`src/rtl/rxf_pkg.sv`:
```
package rxf_pkg;
  typedef struct packed {
    logic auto_rb;
    logic auto_cm;
    logic single;
  } rxf_ctrl_t;

  localparam rxf_ctrl_t CTRL_RESET = '{auto_rb: 1'b1, auto_cm: 1'b1, single: 1'b1};

  typedef enum logic [1:0] {
    PTR_HOLD     = 2'd0,
    PTR_ADV      = 2'd1,
    PTR_COMMIT   = 2'd2,
    PTR_ROLLBACK = 2'd3
  } wr_act_e;
endpackage

```
`src/rtl/rxf_ram.sv`:
```
module rxf_ram #(
  parameter int DATA_W = 8,
  parameter int ADDR_W = 4,
  localparam int DEPTH = 1 << ADDR_W
) (
  input  logic              clk,
  input  logic              we_i,
  input  logic [ADDR_W-1:0] waddr_i,
  input  logic [DATA_W-1:0] wdata_i,
  input  logic              re_i,
  input  logic [ADDR_W-1:0] raddr_i,
  output logic [DATA_W-1:0] rdata_o
);
  logic [DATA_W-1:0] mem_q [DEPTH];

  always_ff @(posedge clk) begin
    if (we_i) mem_q[waddr_i] <= wdata_i;
  end

  always_ff @(posedge clk) begin
    if (re_i) rdata_o <= mem_q[raddr_i];
  end
endmodule

```
`src/rtl/rxf_wr_side.sv`:
```
module rxf_wr_side
  import rxf_pkg::*;
#(
  parameter int ADDR_W = 4,
  localparam int PTR_W = ADDR_W + 1,
  localparam int DEPTH = 1 << ADDR_W
) (
  input  logic              clk,
  input  logic              rst,
  input  rxf_ctrl_t         ctrl_i,
  input  logic              wr_valid_i,
  input  logic              eop_good_i,
  input  logic              eop_bad_i,
  input  logic              fw_commit_i,
  input  logic              fw_rollback_i,
  input  logic [1:0]        set_cnt_i,
  input  logic [PTR_W-1:0]  rd_base_i,
  output logic              mem_we_o,
  output logic [ADDR_W-1:0] mem_waddr_o,
  output logic              push_o,
  output logic [PTR_W-1:0]  push_len_o,
  output logic              full_o,
  output logic              overflow_o
);
  logic [PTR_W-1:0] wr_ptr_q, marker_q, occ;
  logic [1:0]       set_limit;
  logic             set_full, rollback, commit_req;
  wr_act_e          act;

  assign set_limit  = ctrl_i.single ? 2'd1 : 2'd2;
  assign set_full   = (set_cnt_i >= set_limit);
  assign occ        = wr_ptr_q - rd_base_i;
  assign full_o     = set_full || (occ == PTR_W'(DEPTH));
  assign rollback   = fw_rollback_i | (eop_bad_i & ctrl_i.auto_rb);
  assign commit_req = fw_commit_i | (eop_good_i & ctrl_i.auto_cm);

  always_comb begin
    if (rollback)                    act = PTR_ROLLBACK;
    else if (commit_req)             act = set_full ? PTR_HOLD : PTR_COMMIT;
    else if (wr_valid_i && !full_o)  act = PTR_ADV;
    else                             act = PTR_HOLD;
  end

  assign mem_we_o    = (act == PTR_ADV);
  assign mem_waddr_o = wr_ptr_q[ADDR_W-1:0];
  assign push_o      = (act == PTR_COMMIT);
  assign push_len_o  = wr_ptr_q - marker_q;

  always_ff @(posedge clk) begin
    if (rst) begin
      wr_ptr_q   <= '0;
      marker_q   <= '0;
      overflow_o <= 1'b0;
    end else begin
      overflow_o <= wr_valid_i && full_o;
      case (act)
        PTR_ADV:      wr_ptr_q <= wr_ptr_q + 1'b1;
        PTR_COMMIT:   marker_q <= wr_ptr_q;
        PTR_ROLLBACK: wr_ptr_q <= marker_q;
        default:      ;
      endcase
    end
  end


  commit_moves_marker_chk: assert property (@(posedge clk) disable iff (rst)
    push_o |=> (marker_q == $past(wr_ptr_q)));


  rollback_restores_ptr_chk: assert property (@(posedge clk) disable iff (rst)
    (act == PTR_ROLLBACK) |=> (wr_ptr_q == $past(marker_q)));


  occ_bound_chk: assert property (@(posedge clk) disable iff (rst)
    (wr_ptr_q - rd_base_i) <= PTR_W'(DEPTH));


  no_wr_when_full_chk: assert property (@(posedge clk) disable iff (rst)
    (full_o && !rollback) |=> (wr_ptr_q == $past(wr_ptr_q)));
endmodule

```
`src/rtl/rxf_set_queue.sv`:
```
module rxf_set_queue #(
  parameter int ADDR_W = 4,
  localparam int PTR_W = ADDR_W + 1,
  localparam int SLOTS = 2
) (
  input  logic              clk,
  input  logic              rst,
  input  logic              push_i,
  input  logic [PTR_W-1:0]  push_len_i,
  input  logic              pop_i,
  input  logic              rewind_i,
  input  logic              rd_req_i,
  output logic [1:0]        set_cnt_o,
  output logic [PTR_W-1:0]  rd_base_o,
  output logic [PTR_W-1:0]  head_len_o,
  output logic [ADDR_W-1:0] rd_addr_o,
  output logic              rd_accept_o,
  output logic              empty_o
);
  logic [PTR_W-1:0] len_q [SLOTS];
  logic [PTR_W-1:0] rd_off_q, rd_base_q, rd_pos;
  logic [1:0]       set_cnt_q;
  logic             pop_ok;
  logic             push_idx;

  assign pop_ok      = pop_i && (set_cnt_q != 2'd0);
  assign push_idx    = set_cnt_q[0] ^ pop_ok;
  assign empty_o     = (set_cnt_q == 2'd0) || (rd_off_q == len_q[0]);
  assign rd_accept_o = rd_req_i && !empty_o && !pop_i && !rewind_i;
  assign rd_pos      = rd_base_q + rd_off_q;
  assign rd_addr_o   = rd_pos[ADDR_W-1:0];
  assign head_len_o  = (set_cnt_q != 2'd0) ? len_q[0] : '0;
  assign set_cnt_o   = set_cnt_q;
  assign rd_base_o   = rd_base_q;

  always_ff @(posedge clk) begin
    if (rst) begin
      for (int s = 0; s < SLOTS; s++) len_q[s] <= '0;
      rd_off_q  <= '0;
      rd_base_q <= '0;
      set_cnt_q <= 2'd0;
    end else begin
      if (pop_ok) begin
        for (int s = 0; s < SLOTS - 1; s++) len_q[s] <= len_q[s+1];
        rd_base_q <= rd_base_q + len_q[0];
        rd_off_q  <= '0;
      end else if (rewind_i) begin
        rd_off_q <= '0;
      end else if (rd_accept_o) begin
        rd_off_q <= rd_off_q + 1'b1;
      end
      if (push_i) len_q[push_idx] <= push_len_i;
      set_cnt_q <= set_cnt_q + {1'b0, push_i} - {1'b0, pop_ok};
    end
  end


  set_cnt_bound_chk: assert property (@(posedge clk) disable iff (rst)
    set_cnt_q <= 2'd2);


  rd_off_in_set_chk: assert property (@(posedge clk) disable iff (rst)
    (set_cnt_q != 2'd0) |-> (rd_off_q <= len_q[0]));


  release_advances_base_chk: assert property (@(posedge clk) disable iff (rst)
    pop_ok |=> (rd_base_q == $past(rd_base_q + len_q[0])));


  rewind_zeroes_off_chk: assert property (@(posedge clk) disable iff (rst)
    (rewind_i && !pop_i) |=> (rd_off_q == '0));
endmodule

```
`src/rtl/pkt_rx_fifo.sv`:
```
module pkt_rx_fifo
  import rxf_pkg::*;
#(
  parameter int DATA_W = 8,
  parameter int ADDR_W = 4,
  localparam int PTR_W = ADDR_W + 1
) (
  input  logic              clk,
  input  logic              rst,
  input  logic              ctrl_we_i,
  input  logic [2:0]        ctrl_wdata_i,
  output logic [2:0]        ctrl_o,
  input  logic              wr_valid_i,
  input  logic [DATA_W-1:0] wr_data_i,
  input  logic              eop_good_i,
  input  logic              eop_bad_i,
  input  logic              fw_commit_i,
  input  logic              fw_rollback_i,
  input  logic              rd_en_i,
  input  logic              rd_rewind_i,
  input  logic              rd_release_i,
  output logic [DATA_W-1:0] rd_data_o,
  output logic              rd_valid_o,
  output logic              full_o,
  output logic              empty_o,
  output logic [PTR_W-1:0]  byte_cnt_o,
  output logic              overflow_o
);
  rxf_ctrl_t         ctrl_q;
  logic              mem_we, push, rd_accept;
  logic [ADDR_W-1:0] mem_waddr, rd_addr;
  logic [PTR_W-1:0]  push_len, rd_base;
  logic [1:0]        set_cnt;

  always_ff @(posedge clk) begin
    if (rst) begin
      ctrl_q     <= CTRL_RESET;
      rd_valid_o <= 1'b0;
    end else begin
      if (ctrl_we_i) ctrl_q <= rxf_ctrl_t'(ctrl_wdata_i);
      rd_valid_o <= rd_accept;
    end
  end

  assign ctrl_o = ctrl_q;

  rxf_wr_side #(.ADDR_W(ADDR_W)) wr_i (
    .clk           (clk),
    .rst           (rst),
    .ctrl_i        (ctrl_q),
    .wr_valid_i    (wr_valid_i),
    .eop_good_i    (eop_good_i),
    .eop_bad_i     (eop_bad_i),
    .fw_commit_i   (fw_commit_i),
    .fw_rollback_i (fw_rollback_i),
    .set_cnt_i     (set_cnt),
    .rd_base_i     (rd_base),
    .mem_we_o      (mem_we),
    .mem_waddr_o   (mem_waddr),
    .push_o        (push),
    .push_len_o    (push_len),
    .full_o        (full_o),
    .overflow_o    (overflow_o)
  );

  rxf_set_queue #(.ADDR_W(ADDR_W)) sq_i (
    .clk         (clk),
    .rst         (rst),
    .push_i      (push),
    .push_len_i  (push_len),
    .pop_i       (rd_release_i),
    .rewind_i    (rd_rewind_i),
    .rd_req_i    (rd_en_i),
    .set_cnt_o   (set_cnt),
    .rd_base_o   (rd_base),
    .head_len_o  (byte_cnt_o),
    .rd_addr_o   (rd_addr),
    .rd_accept_o (rd_accept),
    .empty_o     (empty_o)
  );

  rxf_ram #(.DATA_W(DATA_W), .ADDR_W(ADDR_W)) ram_i (
    .clk     (clk),
    .we_i    (mem_we),
    .waddr_i (mem_waddr),
    .wdata_i (wr_data_i),
    .re_i    (rd_accept),
    .raddr_i (rd_addr),
    .rdata_o (rd_data_o)
  );


  rd_valid_needs_req_chk: assert property (@(posedge clk) disable iff (rst)
    rd_valid_o |-> $past(rd_accept));
endmodule

```
`config.mk`:
```
export PLATFORM = sky130hd
export DESIGN_NAME = pkt_rx_fifo
export DESIGN_NICKNAME = d
export VERILOG_FILES = /design/src/rtl/rxf_pkg.sv /design/src/rtl/rxf_ram.sv /design/src/rtl/rxf_wr_side.sv /design/src/rtl/rxf_set_queue.sv /design/src/rtl/pkt_rx_fifo.sv
export SDC_FILE = /design/constraint.sdc
export NUM_CORES = 1
export LEC_CHECK = 0
export ABC_AREA = 0
export BUFFER_PORTS_ARGS = -buffer_cell sky130_fd_sc_hd__buf_2
export CORE_ASPECT_RATIO = 2
export CORE_MARGIN = 2
export CORE_UTILIZATION = 54
export DETAILED_ROUTE_END_ITERATION = 16
export GPL_TIMING_DRIVEN = 0
export PLACE_DENSITY_LB_ADDON = 0.08
export SYNTH_ARGS = -nofsm -noshare
export SYNTH_HDL_FRONTEND = slang
export SYNTH_HIERARCHICAL = 1
export SYNTH_SLANG_ARGS = --single-unit
```
`constraint.sdc`:
```
create_clock -name clk -period 5.45 [get_ports clk]
set_clock_uncertainty 0.1 [all_clocks]
set_input_delay 0.545 -clock clk [delete_from_list [all_inputs] [get_ports clk]]
set_output_delay 0.545 -clock clk [all_outputs]
set_load 0.03 [all_outputs]
```
==> flow_metrics.py, run 1 <==
metrics = {
    "final_layout": {
        "mostFrequentLayoutCell": "edfxtp_1",
        "fin_area_mm2": 0.00867,
        "final_cells": 752,
        "layout.nets": 596,
        "final_cell_mix": "edfxtp_1 (146), buf_2 (44), nor2_1 (33)",
        "ff_latch_area_mm2": 0.00492,
        "synthToLayoutAreaGrowth_pct": 14.4,
        "multi_input_comb_area_mm2": 0.00242,
        "fillCellCount": 1058,
        "antenna_cells": 0,
        "drive_gt1_share_pct": 21.3,
    },
    "worst_setup_path": {
        "cp.required_ns": 5.38,
        "crit_chain": "inv_1 > ha_1 > nand2b_1 > a2111o_1 > a31oi_2 > and3_1 > nand3b_1 > nor3_1",
        "worstPathArrival_ns": 3.61,
        "end_kind": "flip-flop",
        "max_stage_delay_ns": 1.01,
        "path_class": "reg2reg",
        "regToRegSetupSlack_ns": 1.78,
        "slowest_stage": "nor3_1",
        "critPathLaunchType": "flip-flop",
        "cp_max_fo": 8,
    },
    "global_routing": {
        "gr-total-overflow": 0,
        "grt_pass1_vias": 4404,
        "grt_max_degree": 17,
        "grt_pass1_wl_mm": 23.9,
        "grt_antenna_before_repair": 0,
        "grt_usage_pct": 22.7,
    },
    "run": {
        "drv_cap": 0,
    },
    "yosys": {
        "ys_ff_latch": 173,
        "ys_seq_area_share_pct": 65.0,
        "synthFlopType": "edfxtp_1",
        "synth_nets": 534,
        "synth_area_leaders": "edfxtp_1 (58%), dfxtp_1 (7.1%), mux4_2 (5.3%), mux4_1 (4.9%), ha_1 (3.5%)",
        "async_flop_share_pct": 0,
        "syn_inst": 488,
        "synth_top_area_share_pct": 57.8,
        "yosysWarnings": 6,
        "avgSynthCellArea_um2": 15.5,
        "syn_area_mm2": 0.00758,
        "yosysTopAreaCell": "edfxtp_1",
        "synth-edff-count": 146,
        "synth_cell_types": 52,
    },
    "placement": {
        "routabilityCongestion": 0.790,
        "io_buffer_count": 41,
        "placed_area_mm2": 0.00802,
        "dpl.cell_count": 718,
        "dp_hpwl_mm": 11.5,
    },
    "detailed_routing": {
        "dr.pass1.iters": 5,
        "avgViaCountPerCell": 5.60,
        "route.detailed.wl_per_inst_um": 21.0,
        "drt_wl_total_mm": 15.8,
        "ant_nets": 0,
        "drc": 0,
        "vias": 4210,
        "drtIter0Drc": 277,
    },
    "power": {
        "leakage_nw": 3.06,
        "powerDensity_mw_per_mm2": 405,
        "finalPower_mw": 3.51,
        "ir_worst_vdd_mv": 0.243,
    },
    "clock_network": {
        "clkTransAtPathRegs_ns": 0.07,
        "htreeDepth": 4,
        "root_buffer": "clkbuf_16",
        "post_cts_buffers": 0,
        "cts_buffer_depth": 2,
        "ctsHoldBuffers": 0,
        "clk_latency_ns": 0.42,
        "cts_buffers": 17,
        "cts_resized": 0,
        "cts_tree": "done",
        "clock-sinks": 173,
    },
    "sta": {
        "period_share_pct": 67.4,
        "hold_slack_ns": 0.227,
        "finalCriticalPeriod_ns": 3.67,
        "setup_tns_ns": 0,
        "drv_slew": 0,
        "worst_pin_slew_ns": 1.29,
        "grt_setup_unrepaired": "no",
        "setup_viol": 0,
        "hold_viol_final": 0,
        "fmax_ghz": 0.272,
        "slew_headroom_pct": 13.6,
    },
    "floorplanning": {
        "io_pins": 42,
        "die_area_mm2": 0.0151,
        "initial_core_util_pct": 54.9,
        "die_h_um": 172,
        "num_rows": 61,
        "die_w_um": 87.8,
        "core-area_mm2": 0.0138,
    },
    "status": {
        "status": "finished clean",
    },
    "hold_path": {
        "hold_class": "in2reg",
    },
}
[metal layers]
layer	vias up	routed length [µm]	GRT usage [%]	share of wire [%]
li1	1990	-	-	-
met2	84	9730	44.7	61
met3	19	504	4.46	3.2
met4	0	405	10.0	2.6
met1	2117	5180	21.4	33
met5	-	0	0	0
[final cells by class]
| cell class | count | share of cell area [%] |
|---|---|---|
| Tap cell | 189 | 2.73 |
| Multi-Input combinational cell | 267 | 27.9 |
| Timing Repair Buffer | 43 | 2.54 |
| Sequential cell | 173 | 56.8 |
| Clock buffer | 17 | 4.91 |
| Clock inverter | 15 | 2.37 |
| Buffer | 19 | 1.56 |
| Inverter | 29 | 1.26 |
[stage by stage]
step / utilization (%) / setup WS (ns)
after floorplan: - / 1.98
after global placement: 58.1 / 1.41
after detailed placement: 58.1 / 1.38
after CTS: 62.6 / 1.35
after global routing: 62.8 / 1.61
final: 62.8 / 1.78
[worst paths after layout]
check / endpoint / cells after the start / from
worst max-delay path: ram_i/mem_q[4][6]$_DFFE_PP_ / 8 / sq_i/set_cnt_o[0]$_SDFF_PP0_
worst max register to register: ram_i/mem_q[4][6]$_DFFE_PP_ / 8 / sq_i/set_cnt_o[0]$_SDFF_PP0_
worst min-delay path: ctrl_o[2]$_SDFFE_PP1P_ / 2 / ctrl_wdata_i[2]
worst min register to register: wr_i/wr_ptr_q[3]$_SDFFE_PP0P_ / 2 / wr_i/marker_q[3]$_SDFFE_PP0N_
[sequential cells by signal, summed over array words and instances (netlist names)]
signal and count:
ram_i/rdata_o 8, wr_i/marker_q 5, sq_i/len_q 10, wr_i/overflow_o 1, sq_i/set_cnt_o 2, ram_i/mem_q 128
wr_i/wr_ptr_q 5, sq_i/rd_off_q 5, ctrl_o 3, rd_valid_o 1, sq_i/rd_base_o 5
[cell usage after synthesis (2+ instances only)]
cell type        number
a211o_1               3
a211oi_1              5
a21o_1                7
a21oi_1              18
a22oi_1              16
and2_1                7
and2b_2               4
and3_1                3
buf_2                 3
buf_4                 5
buf_6                 3
clkbuf_1              5
clkdlybuf4s25_2       3
dfxtp_1              27
edfxtp_1            146
fa_1                  3
ha_1                 21
inv_1                29
mux2i_1               7
mux4_1               14
mux4_2               18
nand2_1              26
nand2b_1              5
nand3_1               9
nand3b_1              2
nor2_1               33
nor2b_1              10
nor3_1                8
o21a_1                2
o21ai_0               2
or3_1                 3
xnor2_1              14
xor2_1                8
[cell families (layout without fill, tap and decap cells)]
kind of cell,Yosys count,after routing,share of synthesized area [%]
muxes,40,40,11.3
AOI/OAI and AO/OA,61,61,5.76
adders and majority gates,24,24,4.26
DFF,173,173,65.0
and+or+nand+nor,120,120,7.97
buffers and inverters,48,123,3.22
xor gates and xnor gates,22,22,2.54
[worst max-delay path: cells and delay by family (launching register included)]
| family | cells | cell delay, ns |
|---|---|---|
| DFF | 1 | 0.38 |
| and+or+nand+nor | 4 | 1.68 |
| adders and majority gates | 1 | 0.26 |
| buffers and inverters | 1 | 0.09 |
| AOI/OAI and AO/OA | 2 | 0.76 |
[report_power, final]
group / leakage (nW) / internal, mW / switching, mW
clock network: 0.301 / 0.773 / 0.509
logic: 1.21 / 0.283 / 0.415
registers: 1.55 / 1.49 / 0.0428
total: 3.06 / 2.54 / 0.967
(Power assumes the default switching activity.)
==> inputs of run 2 (changes only) <==
==> constraint.sdc (replaced) <==
create_clock -name clk -period 3.31 [get_ports clk]
set_clock_uncertainty 0.1 [all_clocks]
set_input_delay 0.331 -clock clk [delete_from_list [all_inputs] [get_ports clk]]
set_output_delay 0.331 -clock clk [all_outputs]
set_load 0.03 [all_outputs]
==> run 2 against run 1 <==
Sequential share of layout area is 1.1 points lower. Sequential power increased by 65%. Worst hold slack lost 0.21 ns. Fmax is 12% higher. Critical path depth stayed put. Die area is the same. Register-to-register slack got worse by 1.8 ns. Cell count grew 0.40%. Clock-buffer cell count grew 1. Worst setup slack worse by 1.8 ns. Largest cell class unchanged. Largest power group unchanged.
==> flow_metrics.py, run 2 (synthesis results as in run 1) <==
metrics = {
    "clock_network": {
        "cts_buffers": 17,
        "clk_latency_ns": 0.43,
        "cts_tree": "done",
        "root_buffer": "clkbuf_16",
        "clkTransAtPathRegs_ns": 0.07,
        "clock-sinks": 173,
        "htreeDepth": 4,
        "cts_buffer_depth": 2,
    },
    "worst_setup_path": {
        "worstPathArrival_ns": 3.24,
        "cp.required_ns": 3.26,
        "end_kind": "flip-flop",
        "cp_max_fo": 8,
        "r2r.worst_path.cells": 8,
        "critPathLaunchType": "flip-flop",
        "path_class": "reg2reg",
    },
    "placement": {
        "pre_cts_ws_ns": -0.483,
        "dp_hpwl_mm": 11.5,
        "io_buffer_count": 41,
        "routabilityCongestion": 0.788,
        "dpl.cell_count": 718,
        "placed_area_mm2": 0.00803,
    },
    "global_routing": {
        "grt_max_degree": 17,
        "grt_pass1_wl_mm": 24.3,
        "grt_usage_pct": 23.0,
        "grt_pass1_vias": 4585,
        "gr-total-overflow": 0,
        "grt_antenna_before_repair": 0,
    },
    "sta": {
        "worst_pin_slew_ns": 0.920,
        "setup_viol": 0,
        "hold_slack_ns": 0.0195,
        "period_share_pct": 99.4,
        "finalCriticalPeriod_ns": 3.29,
        "fmax_ghz": 0.304,
        "drv_slew": 0,
        "slew_headroom_pct": 38.4,
        "setup_ws_ns": 0.0207,
        "grt_setup_unrepaired": "yes",
        "hold_viol_final": 0,
        "setup_tns_ns": 0,
    },
    "run": {
        "drv_cap": 0,
    },
    "power": {
        "switching_share_pct": 27.1,
        "p_switching_mw": 1.58,
        "pwr-share-comb_pct": 20.0,
        "powerDensity_mw_per_mm2": 661,
        "p_clk_share_pct": 36.9,
        "p_int_mw": 4.26,
        "seqPwrFrac_pct": 43.1,
        "leakage_nw": 3.10,
        "finalPower_mw": 5.85,
        "ir_worst_vdd_mv": 0.382,
    },
    "final_layout": {
        "final_cell_mix": "edfxtp_1 (146), buf_2 (44), inv_1 (29)",
        "largest_register_ff_count": 128,
        "fin_util_pct": 64.0,
        "layout.nets": 599,
        "final_cells": 755,
        "fin_area_mm2": 0.00885,
        "antenna_cells": 0,
        "reg_top3": "ram_i/mem_q: 128 flops, sq_i/len_q: 10 flops, ram_i/rdata_o: 8 flops",
        "top_register": "ram_i/mem_q",
        "synthToLayoutAreaGrowth_pct": 16.7,
        "mostFrequentLayoutCell": "edfxtp_1",
        "drive_gt1_share_pct": 23.5,
    },
    "floorplanning": {
        "initial_core_util_pct": 54.9,
        "num_rows": 61,
        "die_w_um": 87.8,
        "die_h_um": 172,
        "io_pins": 42,
        "core-area_mm2": 0.0138,
        "die_area_mm2": 0.0151,
    },
    "hold_path": {
        "hold_depth": 2,
        "hold_class": "in2reg",
    },
    "detailed_routing": {
        "ant_nets": 0,
        "vias": 4277,
        "dr.pass1.iters": 4,
        "drt_wl_total_mm": 15.8,
        "route.detailed.wl_per_inst_um": 21.0,
        "drc": 0,
        "avgViaCountPerCell": 5.66,
        "drtIter0Drc": 183,
    },
    "status": {
        "status": "finished clean",
    },
}
-- run 2: changes by cell type in the layout (fill, tap and decap cells not counted), moves of 2 or more --
cell        change
clkinv_1        +2
clkbuf_4        -2
nor2_2          +7
nor3_4          +3
inv_6           -2
clkinvlp_4      -3
nor2_4          +3
clkinv_4        +2
buf_12          +4
nor3_1          -3
nor2_1         -10
-- run 2: what timing repair did --
action	4_1_cts	5_1_grt
buffers inserted	4	0
pin swaps	4	0
setup endpoints to repair	112	65
hold endpoints to repair	1	0
hold buffers	1	0
gates resized for setup	16	6
-- run 2: critical path, cell delays in order (launching register included) --
cell      delay [ns]
dfxtp_1         0.38
inv_1           0.10
ha_1            0.27
nand2b_1        0.16
a2111o_1        0.49
a31oi_4         0.25
and3_2          0.27
nand3_1         0.20
nor2_1          0.69
-- run 2: final cells by class --
cell class              instances  area, µm²
clock buffers                  18        429
fillers                      1019       4970
flip-flops and latches        173       4920
multi-input cells             267       2500
well taps                     189        236
clock inverters                14        215
plain buffers                  19        135
repair buffers                 46        295
inverters                      29        109
-- run 2: final timing paths --
path / start / end / slack (ns)
worst max-delay path: sq_i/set_cnt_o[0]$_SDFF_PP0_ / ram_i/mem_q[14][7]$_DFFE_PP_ / 0.02
worst min-delay path: ctrl_wdata_i[0] / ctrl_o[0]$_SDFFE_PP1P_ / 0.02
worst max register to register: sq_i/set_cnt_o[0]$_SDFF_PP0_ / ram_i/mem_q[14][7]$_DFFE_PP_ / 0.02
worst min register to register: wr_i/marker_q[2]$_SDFFE_PP0N_ / wr_i/marker_q[2]$_SDFFE_PP0N_ / 0.44
-- run 2: power groups by stage --
stage,Combinational [mW],Clock (mW),Sequential (mW)
6_report,1.17,2.16,2.52
5_1_grt,1.28,2.27,2.52
3_3_place_gp,1.14,0,2.56
3_5_place_dp,1.17,0,2.57
2_1_floorplan,0.815,0,2.56
4_1_cts,1.19,2.20,2.52
-- run 2: metal layers --
metal  up-vias  global-route usage [%]  routed length (µm)  share of wire, %
met5         -                       0                   0                 0
met4         0                    16.0                1020               6.4
met3        47                    4.32                 412               2.6
met2        92                    43.3                9230                58
met1      2149                    21.1                5160                33
li1       1989                       -                   -                 -
==> inputs of run 3 (changes only) <==
==> constraint.sdc (replaced) <==
create_clock -name clk -period 3.31 [get_ports clk]
set_clock_uncertainty 0.1 [all_clocks]
set_input_delay 0.4965 -clock clk [delete_from_list [all_inputs] [get_ports clk]]
set_output_delay 0.4965 -clock clk [all_outputs]
set_load 0.03 [all_outputs]
==> run 3 against run 2 <==
Power barely moved. Fmax is 0.43% higher. Clock power about the same. Non-clock buffer count decreased by 1. First-iteration DRC count increased by 7.7%. Critical path depth unchanged. Combinational power about the same. Design area is 0.11% lower.
==> flow_metrics.py, run 3 (synthesis results as in run 1) <==
metrics = {
    "clock_network": {
        "cts_buffers": 17,
        "root_buffer": "clkbuf_16",
        "ctsHoldBuffers": 0,
        "cts_buffer_depth": 2,
        "clk_latency_ns": 0.43,
        "clock-sinks": 173,
        "htreeDepth": 4,
        "cts_tree": "done",
        "clkTransAtPathRegs_ns": 0.07,
    },
    "detailed_routing": {
        "ant_nets": 0,
        "avgViaCountPerCell": 5.64,
        "route.detailed.wl_per_inst_um": 21.0,
        "dr.pass1.iters": 4,
        "drtIter0Drc": 197,
        "drt_wl_total_mm": 15.8,
        "drc": 0,
        "vias": 4255,
    },
    "floorplanning": {
        "initial_core_util_pct": 54.9,
        "die_h_um": 172,
        "io_pins": 42,
        "num_rows": 61,
        "die_w_um": 87.8,
        "die_area_mm2": 0.0151,
        "core-area_mm2": 0.0138,
    },
    "sta": {
        "setup_tns_ns": 0,
        "fmax_ghz": 0.305,
        "worst_pin_slew_ns": 0.926,
        "setup_viol": 0,
        "hold_viol_final": 0,
        "period_share_pct": 99.0,
        "finalCriticalPeriod_ns": 3.28,
        "grt_setup_unrepaired": "yes",
        "drv_slew": 0,
        "slew_headroom_pct": 38.1,
    },
    "worst_setup_path": {
        "end_kind": "flip-flop",
        "r2r.worst_path.cells": 8,
        "cp_max_fo": 8,
        "path_class": "reg2reg",
        "worstPathArrival_ns": 3.23,
        "crit_chain": "inv_1 > ha_1 > nand2b_1 > a2111o_1 > a31oi_4 > and3_2 > nand3_1 > nor2_1",
        "slowest_stage": "nor2_1",
        "critPathLaunchType": "flip-flop",
        "max_stage_delay_ns": 0.68,
        "cp.required_ns": 3.26,
    },
    "global_routing": {
        "grt_max_degree": 17,
        "grt_pass1_wl_mm": 24.3,
        "grt_pass1_vias": 4581,
        "gr-total-overflow": 0,
        "grt_usage_pct": 23.0,
        "grt_antenna_before_repair": 0,
    },
    "power": {
        "ir_worst_vdd_mv": 0.386,
        "finalPower_mw": 5.85,
        "seqPwrFrac_pct": 43.0,
        "p_clk_share_pct": 36.9,
        "pwr-share-comb_pct": 20.1,
        "leakage_nw": 3.10,
        "p_int_mw": 4.26,
        "switching_share_pct": 27.1,
        "powerDensity_mw_per_mm2": 662,
        "p_switching_mw": 1.59,
    },
    "final_layout": {
        "antenna_cells": 0,
        "synthToLayoutAreaGrowth_pct": 16.6,
        "reg_top3": "ram_i/mem_q: 128 flops, sq_i/len_q: 10 flops, ram_i/rdata_o: 8 flops",
        "mostFrequentLayoutCell": "edfxtp_1",
        "top_register": "ram_i/mem_q",
        "layout.nets": 598,
        "drive_gt1_share_pct": 23.5,
        "final_cell_mix": "edfxtp_1 (146), buf_2 (44), inv_1 (29)",
        "largest_register_ff_count": 128,
        "fin_util_pct": 64.0,
    },
    "hold_path": {
        "hold_depth": 2,
        "hold_class": "in2reg",
    },
    "placement": {
        "dp_hpwl_mm": 11.5,
        "routabilityCongestion": 0.788,
        "io_buffer_count": 41,
    },
    "status": {
        "status": "finished clean",
    },
    "run": {
        "drv_cap": 0,
    },
}
==> run 3: cell type report <==
cell class                      count  area (µm²)
Sequential cell                   173        4920
Fill cell                        1020        4980
Multi-Input combinational cell    267        2500
Tap cell                          189         236
Inverter                           29         109
Timing Repair Buffer               45         285
Clock inverter                     14         215
Buffer                             19         135
Clock buffer                       18         429
==> run 3: timing repair <==
action,4_1_cts,5_1_grt
gates resized for setup,16,6
buffers inserted,4,0
endpoints found under the setup margin,112,65
pin swaps,4,0
==> run 3: per-layer routing <==
layer  global-route usage, %  vias to the layer above  wire, µm
li1                        -                     1988         -
met1                    21.1                     2140      5160
met2                    43.3                       84      9200
met3                    4.32                       43       466
met4                    16.0                        0       994
met5                       0                        -         0
==> run 3: path summary, 6_finish.rpt <==
path                                                     from                             to  slack, ns
worst max-delay path             sq_i/set_cnt_o[0]$_SDFF_PP0_   ram_i/mem_q[14][7]$_DFFE_PP_       0.03
worst min-delay path                          ctrl_wdata_i[2]         ctrl_o[2]$_SDFFE_PP1P_       0.18
worst max register to register   sq_i/set_cnt_o[0]$_SDFF_PP0_   ram_i/mem_q[14][7]$_DFFE_PP_       0.03
worst min register to register  wr_i/marker_q[2]$_SDFFE_PP0N_  wr_i/marker_q[2]$_SDFFE_PP0N_       0.44
==> run 3: power by group through the flow <==
stage | logic [mW] | clock network [mW] | registers (mW)
finish | 1.17 | 2.16 | 2.52
global route | 1.28 | 2.27 | 2.52
CTS | 1.18 | 2.20 | 2.52
detailed placement | 1.17 | 0 | 2.57
global placement | 1.14 | 0 | 2.56
floorplan | 0.815 | 0 | 2.56
==> run 3: critical path: cells and delay by family, from the launching register on <==
kind	cells	cell delay, ns
simple gates	4	1.30
compound gates	2	0.74
flops	1	0.38
fa+ha+maj	1	0.27
buf+inv	1	0.10
==> run 3: per-stage QoR <==
step	hold slack, ns	instance area (µm²)	setup WS (ns)	instances
floorplan	0.366	7580	0.0685	488
global placement	0.407	8030	-0.417	718
detailed placement	0.428	8030	-0.483	718
CTS	0.165	8820	-0.0170	754
global route	0.169	8840	-0.139	754
finish	0.182	8840	0.0347	754
